===== config.mk =====
export PLATFORM = sky130hd
export DESIGN_NAME = gpio_evt_unit
export DESIGN_NICKNAME = d
export VERILOG_FILES = /design/src/rtl/gpio_evt_pkg.sv /design/src/rtl/gpio_evt_detect.sv /design/src/rtl/gpio_evt_regs.sv /design/src/rtl/gpio_evt_unit.sv
export SDC_FILE = /design/constraint.sdc
export NUM_CORES = 1
export LEC_CHECK = 0
export BUFFER_PORTS_ARGS = -buffer_cell sky130_fd_sc_hd__buf_2
export CORE_UTILIZATION = 50
export CTS_BUF_LIST = sky130_fd_sc_hd__clkbuf_4 sky130_fd_sc_hd__clkbuf_8 sky130_fd_sc_hd__clkbuf_16
export DETAILED_ROUTE_END_ITERATION = 7
export PLACE_DENSITY = 0.79
export SETUP_SLACK_MARGIN = 0.02
export SYNTH_ARGS = -nofsm -noshare
export SYNTH_HDL_FRONTEND = slang
export SYNTH_SLANG_ARGS = --single-unit

===== constraint.sdc =====
create_clock -name clk -period 2.05 [get_ports clk]
set_clock_uncertainty 0.1 [all_clocks]
set_input_delay 0.205 -clock clk [delete_from_list [all_inputs] [get_ports clk]]
set_output_delay 0.205 -clock clk [all_outputs]
set_load 0.05 [all_outputs]

===== src/rtl/gpio_evt_pkg.sv =====
`timescale 1ns/1ps
package gpio_evt_pkg;
    localparam int SEL_W  = 3;
    localparam int REG_AW = 8;

    typedef enum logic [SEL_W-1:0] {
        EVT_FALL = 3'd0,
        EVT_RISE = 3'd1,
        EVT_BOTH = 3'd2,
        EVT_LOW  = 3'd3,
        EVT_HIGH = 3'd4
    } evt_kind_e;

    localparam logic [REG_AW-1:0] OFS_EN   = 8'h20;
    localparam logic [REG_AW-1:0] OFS_DIS  = 8'h24;
    localparam logic [REG_AW-1:0] OFS_MASK = 8'h28;
    localparam logic [REG_AW-1:0] OFS_STAT = 8'h2C;
endpackage


===== src/rtl/gpio_evt_detect.sv =====
`timescale 1ns/1ps
module gpio_evt_detect
    import gpio_evt_pkg::*;
#(
    parameter int NUM_LINES = 32
) (
    input  logic                       clk,
    input  logic                       rst,
    input  logic [NUM_LINES-1:0]       pin_i,
    input  logic [NUM_LINES*SEL_W-1:0] sel_i,
    output logic [NUM_LINES-1:0]       hit_o
);
    typedef struct packed {
        logic [NUM_LINES-1:0] prev;
        logic                 armed;
    } det_t;

    det_t det_d, det_q;

    always_comb begin
        det_d       = det_q;
        det_d.prev  = pin_i;
        det_d.armed = 1'b1;
    end

    always_ff @(posedge clk) begin
        if (rst) det_q <= '0;
        else     det_q <= det_d;
    end

    for (genvar g = 0; g < NUM_LINES; g++) begin : g_line
        logic [SEL_W-1:0] code;
        logic             now_v;
        logic             was_v;
        logic             hit_g;

        assign code  = sel_i[g*SEL_W +: SEL_W];
        assign now_v = pin_i[g];
        assign was_v = det_q.prev[g];

        always_comb begin
            hit_g = 1'b0;
            if (det_q.armed) begin
                case (code)
                    EVT_FALL: hit_g = was_v & ~now_v;
                    EVT_RISE: hit_g = ~was_v & now_v;
                    EVT_BOTH: hit_g = was_v ^ now_v;
                    EVT_LOW:  hit_g = ~now_v;
                    EVT_HIGH: hit_g = now_v;
                    default:  hit_g = 1'b0;
                endcase
            end
        end

        assign hit_o[g] = hit_g;

        AST_UNUSED_CODE_QUIET: assert property (@(posedge clk) disable iff (rst)
            (code > 3'd4) |-> !hit_o[g]);
        AST_RISE_SEEN: assert property (@(posedge clk) disable iff (rst)
            (det_q.armed && code == EVT_RISE && pin_i[g] && !$past(pin_i[g])) |-> hit_o[g]);
    end
endmodule


===== src/rtl/gpio_evt_regs.sv =====
`timescale 1ns/1ps
module gpio_evt_regs
    import gpio_evt_pkg::*;
#(
    parameter int NUM_LINES = 32
) (
    input  logic                  clk,
    input  logic                  rst,
    input  logic                  bus_sel,
    input  logic                  bus_wr,
    input  logic [REG_AW-1:0]     bus_addr,
    input  logic [NUM_LINES-1:0]  bus_wdata,
    input  logic [NUM_LINES-1:0]  hit_i,
    output logic [NUM_LINES-1:0]  rdata_o,
    output logic [NUM_LINES-1:0]  mask_o,
    output logic [NUM_LINES-1:0]  stat_o
);
    typedef struct packed {
        logic [NUM_LINES-1:0] mask;
        logic [NUM_LINES-1:0] stat;
    } reg_t;

    reg_t reg_d, reg_q;
    logic wr_en, wr_dis, rd_stat;

    assign wr_en   = bus_sel &&  bus_wr && (bus_addr == OFS_EN);
    assign wr_dis  = bus_sel &&  bus_wr && (bus_addr == OFS_DIS);
    assign rd_stat = bus_sel && !bus_wr && (bus_addr == OFS_STAT);

    always_comb begin
        reg_d = reg_q;
        if (wr_en)  reg_d.mask = reg_q.mask | bus_wdata;
        if (wr_dis) reg_d.mask = reg_q.mask & ~bus_wdata;
        reg_d.stat = (rd_stat ? '0 : reg_q.stat) | hit_i;
    end

    always_ff @(posedge clk) begin
        if (rst) reg_q <= '0;
        else     reg_q <= reg_d;
    end

    always_comb begin
        case (bus_addr)
            OFS_MASK: rdata_o = reg_q.mask;
            OFS_STAT: rdata_o = reg_q.stat;
            default:  rdata_o = '0;
        endcase
    end

    assign mask_o = reg_q.mask;
    assign stat_o = reg_q.stat;

    AST_EN_SETS_MASK: assert property (@(posedge clk) disable iff (rst)
        wr_en |=> ((reg_q.mask & $past(bus_wdata)) == $past(bus_wdata)));
    AST_DIS_CLEARS_MASK: assert property (@(posedge clk) disable iff (rst)
        wr_dis |=> ((reg_q.mask & $past(bus_wdata)) == '0));
    AST_READ_CLEARS_STATUS: assert property (@(posedge clk) disable iff (rst)
        rd_stat |=> (reg_q.stat == $past(hit_i)));
    AST_STATUS_STICKY: assert property (@(posedge clk) disable iff (rst)
        !rd_stat |=> ((reg_q.stat & $past(reg_q.stat)) == $past(reg_q.stat)));
endmodule


===== src/rtl/gpio_evt_unit.sv =====
`timescale 1ns/1ps
module gpio_evt_unit
    import gpio_evt_pkg::*;
#(
    parameter int NUM_LINES = 32
) (
    input  logic                       clk,
    input  logic                       rst,
    input  logic                       bus_sel,
    input  logic                       bus_wr,
    input  logic [REG_AW-1:0]          bus_addr,
    input  logic [NUM_LINES-1:0]       bus_wdata,
    output logic [NUM_LINES-1:0]       bus_rdata,
    input  logic [NUM_LINES*SEL_W-1:0] evt_sel,
    input  logic [NUM_LINES-1:0]       pin_in,
    output logic                       irq_o
);
    logic [NUM_LINES-1:0] hit;
    logic [NUM_LINES-1:0] mask;
    logic [NUM_LINES-1:0] stat;

    gpio_evt_detect #(.NUM_LINES(NUM_LINES)) u_detect (
        .clk   (clk),
        .rst   (rst),
        .pin_i (pin_in),
        .sel_i (evt_sel),
        .hit_o (hit)
    );

    gpio_evt_regs #(.NUM_LINES(NUM_LINES)) u_regs (
        .clk       (clk),
        .rst       (rst),
        .bus_sel   (bus_sel),
        .bus_wr    (bus_wr),
        .bus_addr  (bus_addr),
        .bus_wdata (bus_wdata),
        .hit_i     (hit),
        .rdata_o   (bus_rdata),
        .mask_o    (mask),
        .stat_o    (stat)
    );

    assign irq_o = |(stat & mask);

    AST_IRQ_NEEDS_ENABLE: assert property (@(posedge clk) disable iff (rst)
        irq_o |-> (mask != '0));
endmodule


# [Word-level counts from Yosys, hierarchy flattened]
# Index checks and enable logic that the tools add are counted.
[totals] regBits=97 input_bits=172 output_inout_bits=33 word_cells=410
[classes] n_eq_ne=132 mux=69 bitwise_logic=165 reduce_logical=40
[op_table] op="3-bit by 2-bit == test with 1-bit output (second input constant)" n=64
[op_table] op="1-bit case mux with 5 select lines" n=32
[op_table] op="3-bit by 1-bit == test with 1-bit output (second input constant)" n=32
[op_table] op="3-bit == test (second input constant)" n=32
[op_table] op="3-bit logical NOT" n=32
[op_table] op="32-bit 2-to-1 mux" n=3
[op_table] op="1-bit bitwise AND" n=64
[op_table] op="32-bit bitwise AND" n=2
[op_table] op="1-bit NOT" n=64
[op_table] op="32-bit OR" n=2
[op_table] op="32-bit case mux with 2 select lines" n=1
[op_table] op="1-bit 2-to-1 mux" n=33
[op_table] op="8-bit by 6-bit == test with 1-bit output (second input constant)" n=4
[op_table] op="32-bit NOT" n=1
[op_table] op="32-bit OR reduction" n=1
[op_table] op="1-bit XOR" n=32
[op_table] op="1-bit logical AND" n=5
[op_table] op="2-bit nonzero test" n=1
[op_table] op="1-bit logical NOT" n=1

# [Logic depth before layout (Yosys ltp)]
# Gate-level depths: netlist of the first run.
[logic_depth] depth_word=5 depth_mapped=6 depth_no_buf=5

# [By module]
# A second synthesis of the first run with hierarchy kept.
[unflattened] hier_cells=809 area_unflattened_um2=7065.5
[by_module_without_submodules] mod="gpio_evt_detect" n_inst=1 cells_each=429 area_per_inst_um2=3739.8 seq_area_each_um2=660.6
[by_module_without_submodules] mod="gpio_evt_regs" n_inst=1 cells_each=359 area_per_inst_um2=3168.0 seq_area_each_um2=1281.2
[by_module_without_submodules] mod="gpio_evt_unit" n_inst=1 cells_each=21 area_per_inst_um2=157.7 seq_area_each_um2=0.0

# [Least setup slack after synthesis of the first run]
# No wires, ideal clock.
[synth_path] path_kind="input -> output" start="input port bus_addr[4]" end="output port bus_rdata[0]" arrival_time_ns=1.695 required_time_ns=1.745 setup_slack_ns=0.050 path_stages=5 n_path_buf=2 path_cell_list="nor4b_4 and4b_1 clkbuf_1 buf_2 a22o_1"
[synth_via] elab_chain_len=2 elab_cells_between_ends=3 cone_classes="eq/ne: 2; mux: 1"
[synth_rtl] element="start, declared" line="gpio_evt_unit.sv:11" source="input logic [REG_AW-1:0] bus_addr,"
[synth_rtl] element="8-bit by 6-bit == test with 1-bit output" line="gpio_evt_regs.sv:43" source="case (bus_addr)"
[synth_rtl] element="32-bit case mux with 2 select lines (*)" line="gpio_evt_regs.sv:43"
[synth_rtl] element="end, declared" line="gpio_evt_unit.sv:13" source="output logic [NUM_LINES-1:0] bus_rdata,"
# Mark *: on every way between the ends. The rest lies on a longest branch, timed or not.

==> run metrics, run 1 <==
vias in the first global route=6073; Post-Synth XOR/XNOR Area=0; fin crit share=1.00; Hold Vio Cnt, Final=0; min-delay src=pin_in[10]; Logic pwr share=0.166; clk slew on worst S/H paths=0.07 ns; DRC=0; initial antenna violation count=3; global route total overflow=0; row count=40; CP startpoint kind=flip-flop; largest family of logic cells by synthesized area=compound AO/OA/AOI/OAI gates; post-synthesis sequential element count=97; worst slew pin tran=0.723 ns; nets@finish=1138; failing checks=negative setup slack; CP max-delay cell=or4_4; M3 GR Usage=0.0569; met2 GRT Util=0.482; Mapped Area=0.00637 mm^2; die area=0.0132 mm^2; Routed WL=18900 um; part of the power in the clock network=0.422; design area=0.00837 mm^2; commonest non-fill, non-tap cell in the layout=buf_2; CTS Buf Count=9; GPL Wtd Cong=0.846; drt wl/cell=17.5 um; final setup fails=1; Post-Synth Simple-Gate Area=0.163; placed cells=1038; VDD IR max=0.424 mV; sequential fraction of the synthesis area=0.305; drt pass-1 iters=7; DP Area=0.00773 mm^2; fin. max-slew vios=0; number of I/O pins=205; warnings from Yosys=0; Post-Syn Instances=678; area share of fa/ha/maj cells after synthesis=0.126; layout cells sized above 1=0.297; crit-path max FO=2; status=finished with violations; Skew-Pair Late Insertion Delay=0.35 ns; post-synthesis compound-gate area fraction=0.215; total negative slack=-0.00129 ns; max cap viols=0; CTS Sinks=97; Syn Nets=914; clock root cell=clkbuf_16; Iter 0 DRT Violations=414; Via Count=6312; RSZ-0062 raised after global routing=true; P_leak=3.94 nW; most frequent cells in the layout=202 x buf_2, 93 x dfxtp_1, 79 x inv_1, 75 x mux2i_1, 64 x ha_1; max_slew headroom=0.516; met1 GRT Util=0.352; part of the power in registers=0.413; post-synthesis mux area share=0.120; Worst R2R Start=u_detect.det_q[32]; floorplan core area=0.0122 mm^2; post-DP HPWL=14000 um; Total GRT Usage=0.287; CP max stage delay=0.56 ns; non-filler cells in the finished layout=1077; Antenna Nets Post-Route=0; cells along the critical path=a22oi_2, nand4_1, or4_4, buf_8; DIE HEIGHT=115 um; Mean Syn Cell Area=9.40 um^2; GRT busiest layer=met2; Psw=1.25 mW; critical setup path kind=flip-flop to output pin; global-route wire length before repair=29600 um; Distinct cells, synth=32; area occupied by multi-input gates=0.00404 mm^2; post-DR vias/cell=5.86; Final Critical Period=2.05 ns; port bufs=204; Internal=3.71 mW; largest net degree at the start of global routing=37; H-tree levels=3; area delta synth->final=31.4%; pre-CTS WS=-0.00520 ns; Die W=115 um; TritonCTS clock tree=done; Final WS setup=-0.00129 ns; WP data arrival=1.75 ns; CP required=1.75 ns; worst min path class=input port to flip-flop; initial core utilization=0.522; worst hold margin=0.0322 ns; Fmax=487 MHz; worst-case clock buffer depth=2; FF/Latch Area=0.00195 mm^2; Fillers=988; sw frac=0.252; Setup crit end kind=output pin; PwrDens=592 mW/mm^2
## synthesized netlist by cell type
master / count / area share
nor4b_4: 1 / 0.0037
a41oi_4: 1 / 0.0043
ha_1: 64 / 0.13
a221oi_1: 1 / 0.0014
a22oi_1: 29 / 0.034
nand2b_1: 1 / 0.00098
nor4_1: 18 / 0.018
dfxtp_1: 97 / 0.30
inv_1: 79 / 0.047
and4b_1: 1 / 0.0016
and3_1: 1 / 0.00098
a311oi_1: 20 / 0.027
mux2_2: 1 / 0.0018
and3b_1: 1 / 0.0014
a41o_1: 1 / 0.0016
nor2b_1: 20 / 0.020
and4_1: 5 / 0.0069
nand4_1: 12 / 0.012
mux2i_1: 75 / 0.12
o211ai_1: 13 / 0.015
a32o_1: 18 / 0.028
clkbuf_1: 34 / 0.020
a21o_1: 1 / 0.0012
buf_2: 7 / 0.0055
a41oi_1: 20 / 0.027
a221o_1: 18 / 0.028
nand2_1: 12 / 0.0071
nor2_1: 52 / 0.031
o2bb2ai_1: 1 / 0.0014
or4_1: 14 / 0.016
a22o_1: 32 / 0.044
nor4bb_1: 28 / 0.044
## worst paths after layout
path	end	slack [ns]	cells after the start
worst min-delay path	u_detect.det_q[11]	0.03	3
worst max-delay path	irq_o	-0.001	4
worst min register to register	flip-flop	0.38	2
worst max register to register	u_regs.stat_o[31]	0.59	5
## cell type report
type	instances	area share
antenna	2	0.000598
multi-input combinational	461	0.482
clock inverter	6	0.0164
tap	168	0.0251
inverter	79	0.0354
timing repair buffer	254	0.180
clock buffer	10	0.0278
sequential	97	0.233
## stage by stage
stage	util	total power, mW
5_1_grt	0.685	5.17
3_5_place_dp	0.633	2.86
3_3_place_gp	0.633	2.84
4_1_cts	0.685	4.98
6_report	0.686	4.96
2_1_floorplan	-	2.45
## repair_timing
action | CTS | global route
resized for setup | 16 | 1
buffers inserted | 1 | 0
setup endpoints to repair | 1 | 1
hold endpoints to repair | 20 | 0
hold buffers | 20 | 0
pin swaps | 6 | 0
## cell families (layout without fill, tap and decap cells)
kind of cell             Yosys count  after routing
multiplexers                      76             76
flip-flops                        97             97
buffers and inverters            120            349
AO/OA/AOI/OAI                    155            155
other                              0              2
AND/OR/NAND/NOR                  166            166
adder cells (fa/ha/maj)           64             64
## layer usage
metal | up-vias | part of all wire
met5 | - | 0.00069
met4 | 2 | 0.034
met3 | 55 | 0.081
met2 | 305 | 0.46
met1 | 2892 | 0.42
li1 | 3058 | -
## power groups by stage
stage / logic (mW) / clock network (mW) / registers, mW
2_1_floorplan: 0.392 / 0 / 2.06
3_5_place_dp: 0.777 / 0 / 2.08
6_report: 0.821 / 2.09 / 2.05
3_3_place_gp: 0.760 / 0 / 2.08
5_1_grt: 0.908 / 2.21 / 2.06
4_1_cts: 0.817 / 2.12 / 2.04
## worst max-delay path: cells and delay by family (launching register included)
kind | cells | cell delay (ns)
and+or+nand+nor | 2 | 0.67
DFF | 1 | 0.33
AOI/OAI and AO/OA | 1 | 0.24
buffers and inverters | 1 | 0.17
No activity file was read; power rests on OpenSTA's default activity.
==> run 2: changes to the inputs <==
--- a/config.mk
+++ b/config.mk
@@ -6,9 +6,11 @@
 export NUM_CORES = 1
 export LEC_CHECK = 0
 export BUFFER_PORTS_ARGS = -buffer_cell sky130_fd_sc_hd__buf_2
+export CORE_MARGIN = 3
 export CORE_UTILIZATION = 50
 export CTS_BUF_LIST = sky130_fd_sc_hd__clkbuf_4 sky130_fd_sc_hd__clkbuf_8 sky130_fd_sc_hd__clkbuf_16
 export DETAILED_ROUTE_END_ITERATION = 7
+export HOLD_SLACK_MARGIN = 0.12
 export PLACE_DENSITY = 0.79
 export SETUP_SLACK_MARGIN = 0.02
 export SYNTH_ARGS = -nofsm -noshare
==> run metrics, run 2 (synthesized netlist as in run 1, its figures left out) <==
status=finished with violations (unchanged); failing checks=negative setup slack (unchanged); DRC=0 (unchanged); Via Count=6688 (was 6312); post-DP HPWL=14300 um (was 14000 um); part of the power in the clock network=0.370 (was 0.422); family with the most delay on the worst path=simple AND/OR/NAND/NOR gates (unchanged); nets@finish=1200 (was 1138); fin. max-slew vios=0 (unchanged); most frequent cells in the layout=201 x buf_2, 88 x dfxtp_1, 88 x dlygate4sd3_1, 79 x inv_1, 75 x mux2i_1 (was 202 x buf_2, 93 x dfxtp_1, 79 x inv_1, 75 x mux2i_1, 64 x ha_1); RSZ-0062 raised after global routing=true (unchanged); part of the power in registers=0.434 (was 0.413); drt wl/cell=18.8 um (was 17.5 um); Final Critical Period=2.06 ns (was 2.05 ns); cells on worst reg2reg path=3 (was 5); hold path cells=3 (unchanged); CTS Buf Count=9 (unchanged); floorplan core area=0.0122 mm^2 (unchanged); min-delay src=bus_wdata[29] (was pin_in[10]); layout cells sized above 1=0.277 (was 0.297); row count=40 (unchanged); area occupied by multi-input gates=0.00404 mm^2 (about the same); clk slew on worst S/H paths=0.07 ns (about the same); worst slew pin tran=0.843 ns (was 0.723 ns); TritonCTS clock tree=done (unchanged); WP data arrival=1.75 ns (about the same); critical setup path kind=flip-flop to output pin (unchanged); CP max-delay cell=or4_4 (unchanged); cells along the critical path=a22oi_1, nand4_1, or4_4, buf_8 (was a22oi_2, nand4_1, or4_4, buf_8); Iter 0 DRT Violations=313 (was 414); Skew-Pair Late Insertion Delay=0.36 ns (was 0.35 ns); Design Power=4.73 mW (was 4.96 mW); CP max stage delay=0.54 ns (was 0.56 ns); CTS Sinks=97 (unchanged); flop-to-flop setup slack=0.27 ns (was 0.59 ns); final setup fails=1 (unchanged); Psw=1.32 mW (was 1.25 mW); Logic pwr share=0.196 (was 0.166); Routed WL=21400 um (was 18900 um); global-route wire length before repair=34200 um (was 29600 um); sw frac=0.279 (was 0.252); commonest non-fill, non-tap cell in the layout=buf_2 (unchanged); number of I/O pins=205 (unchanged); area delta synth->final=40.8% (was 31.4%); Total GRT Usage=0.296 (was 0.287); FF/Latch Area=0.00195 mm^2 (about the same); worst r2r dst=u_regs.stat_o[10] (was u_regs.stat_o[31]); worst min path class=input port to flip-flop (unchanged); pre-CTS WS=0.0756 ns (was -0.00520 ns); max_slew headroom=0.437 (was 0.516); CP Buf/Inv Count=1 (unchanged); clock root cell=clkbuf_16 (unchanged); Fmax=487 MHz (about the same); H-tree levels=3 (unchanged); global route total overflow=0 (unchanged); GPL Wtd Cong=0.851 (was 0.846); max cap viols=0 (unchanged); Setup crit end kind=output pin (unchanged); VDD IR max=0.529 mV (was 0.424 mV); vias in the first global route=6827 (was 6073); Internal=3.41 mW (was 3.71 mW); Antenna Nets Post-Route=0 (unchanged); Final WS setup=-0.00509 ns (was -0.00129 ns); fin crit share=1.00 (about the same); post-DR vias/cell=5.88 (was 5.86); CP required=1.75 ns (about the same); Hold Vio Cnt, Final=0 (unchanged); die area=0.0141 mm^2 (was 0.0132 mm^2); Fillers=885 (was 988); port bufs=204 (unchanged); initial antenna violation count=3 (unchanged); DIE HEIGHT=119 um (was 115 um); worst-case clock buffer depth=2 (unchanged); Worst R2R Start=u_detect.det_q[0] (was u_detect.det_q[32]); crit-path max FO=3 (was 2); P_leak=4.17 nW (was 3.94 nW); initial core utilization=0.522 (unchanged); Die W=119 um (was 115 um); drt pass-1 iters=5 (was 7); PwrDens=527 mW/mm^2 (was 592 mW/mm^2); CP startpoint kind=flip-flop (unchanged); largest net degree at the start of global routing=50 (was 37)
==> run 2: changes by cell type in the layout (fill, tap and decap cells not counted), sizes merged <==
cell | before | now
buf | 234 | 228
bufinv | 4 | 1
clkbuf | 10 | 9
clkinv | 1 | 2
clkinvlp | 0 | 1
diode | 2 | 1
dlygate4sd3 | 20 | 88
inv | 80 | 82
==> run 2: layout make-up <==
cell class / instances / area share
inverters: 79 / 0.0331
well taps: 168 / 0.0234
clock buffers: 9 / 0.0251
clock inverters: 7 / 0.00851
repair buffers: 316 / 0.241
multi-input cells: 461 / 0.451
flip-flops and latches: 97 / 0.218
diodes: 1 / 0.000279
==> run 2: worst max-delay path by stage <==
stage | start | to | slack (ns) | cells past startpoint
after floorplan | bus_addr[4] | bus_rdata[0] | 0.05 | 5
after global placement | bus_addr[4] | bus_rdata[5] | 0.10 | 6
after detailed placement | bus_addr[4] | bus_rdata[5] | 0.08 | 6
after CTS | flip-flop | irq_o | -0.006 | 4
after global routing | flip-flop | irq_o | -0.06 | 4
final | u_regs.stat_o[15] | irq_o | -0.005 | 4
==> run 2: metal layers <==
| layer | up-vias | global-route usage | share of wire | routed length (um) |
|---|---|---|---|---|
| met5 | - | 0 | 0.00084 | 18 |
| met3 | 45 | 0.0817 | 0.074 | 1590 |
| met4 | 4 | 0.0833 | 0.022 | 471 |
| met1 | 3174 | 0.334 | 0.39 | 8280 |
| met2 | 282 | 0.546 | 0.51 | 11000 |
| li1 | 3183 | - | - | - |
==> run 2: worst reg2reg max path, stage by stage (launching register included) <==
cell	delay, ns
dfxtp_1	0.47
nor2b_4	0.76
a22oi_1	0.24
o211ai_1	0.14
==> run 2: power by group through the flow <==
stage / logic [mW] / registers (mW) / clock network (mW)
global placement: 0.745 / 2.09 / 0
detailed placement: 0.762 / 2.09 / 0
floorplan: 0.392 / 2.06 / 0
finish: 0.928 / 2.05 / 1.75
global route: 1.02 / 2.06 / 1.84
CTS: 0.901 / 2.05 / 1.78
==> run 2: through the flow <==
step | hold slack (ns) | instance area (um^2) | std cells | utilization | setup TNS [ns]
3_5_place_dp | 0.326 | 7700 | 1032 | 0.631 | 0
3_3_place_gp | 0.322 | 7700 | 1032 | 0.631 | 0
4_1_cts | 0.123 | 8940 | 1137 | 0.732 | -0.00574
6_report | 0.133 | 8970 | 1138 | 0.734 | -0.00509
5_1_grt | 0.132 | 8970 | 1138 | 0.734 | -0.0559
2_1_floorplan | 0.223 | 6370 | 678 | - | 0
==> run 2: what timing repair did <==
| action | CTS | global route |
|---|---|---|
| setup buffers | 1 | 0 |
| resized for setup | 15 | 8 |
| endpoints found under the setup margin | 1 | 4 |
| hold buffers | 88 | 0 |
| pin swaps | 6 | 6 |
| endpoints found under the hold margin | 73 | 0 |
| cloned | 0 | 0 |
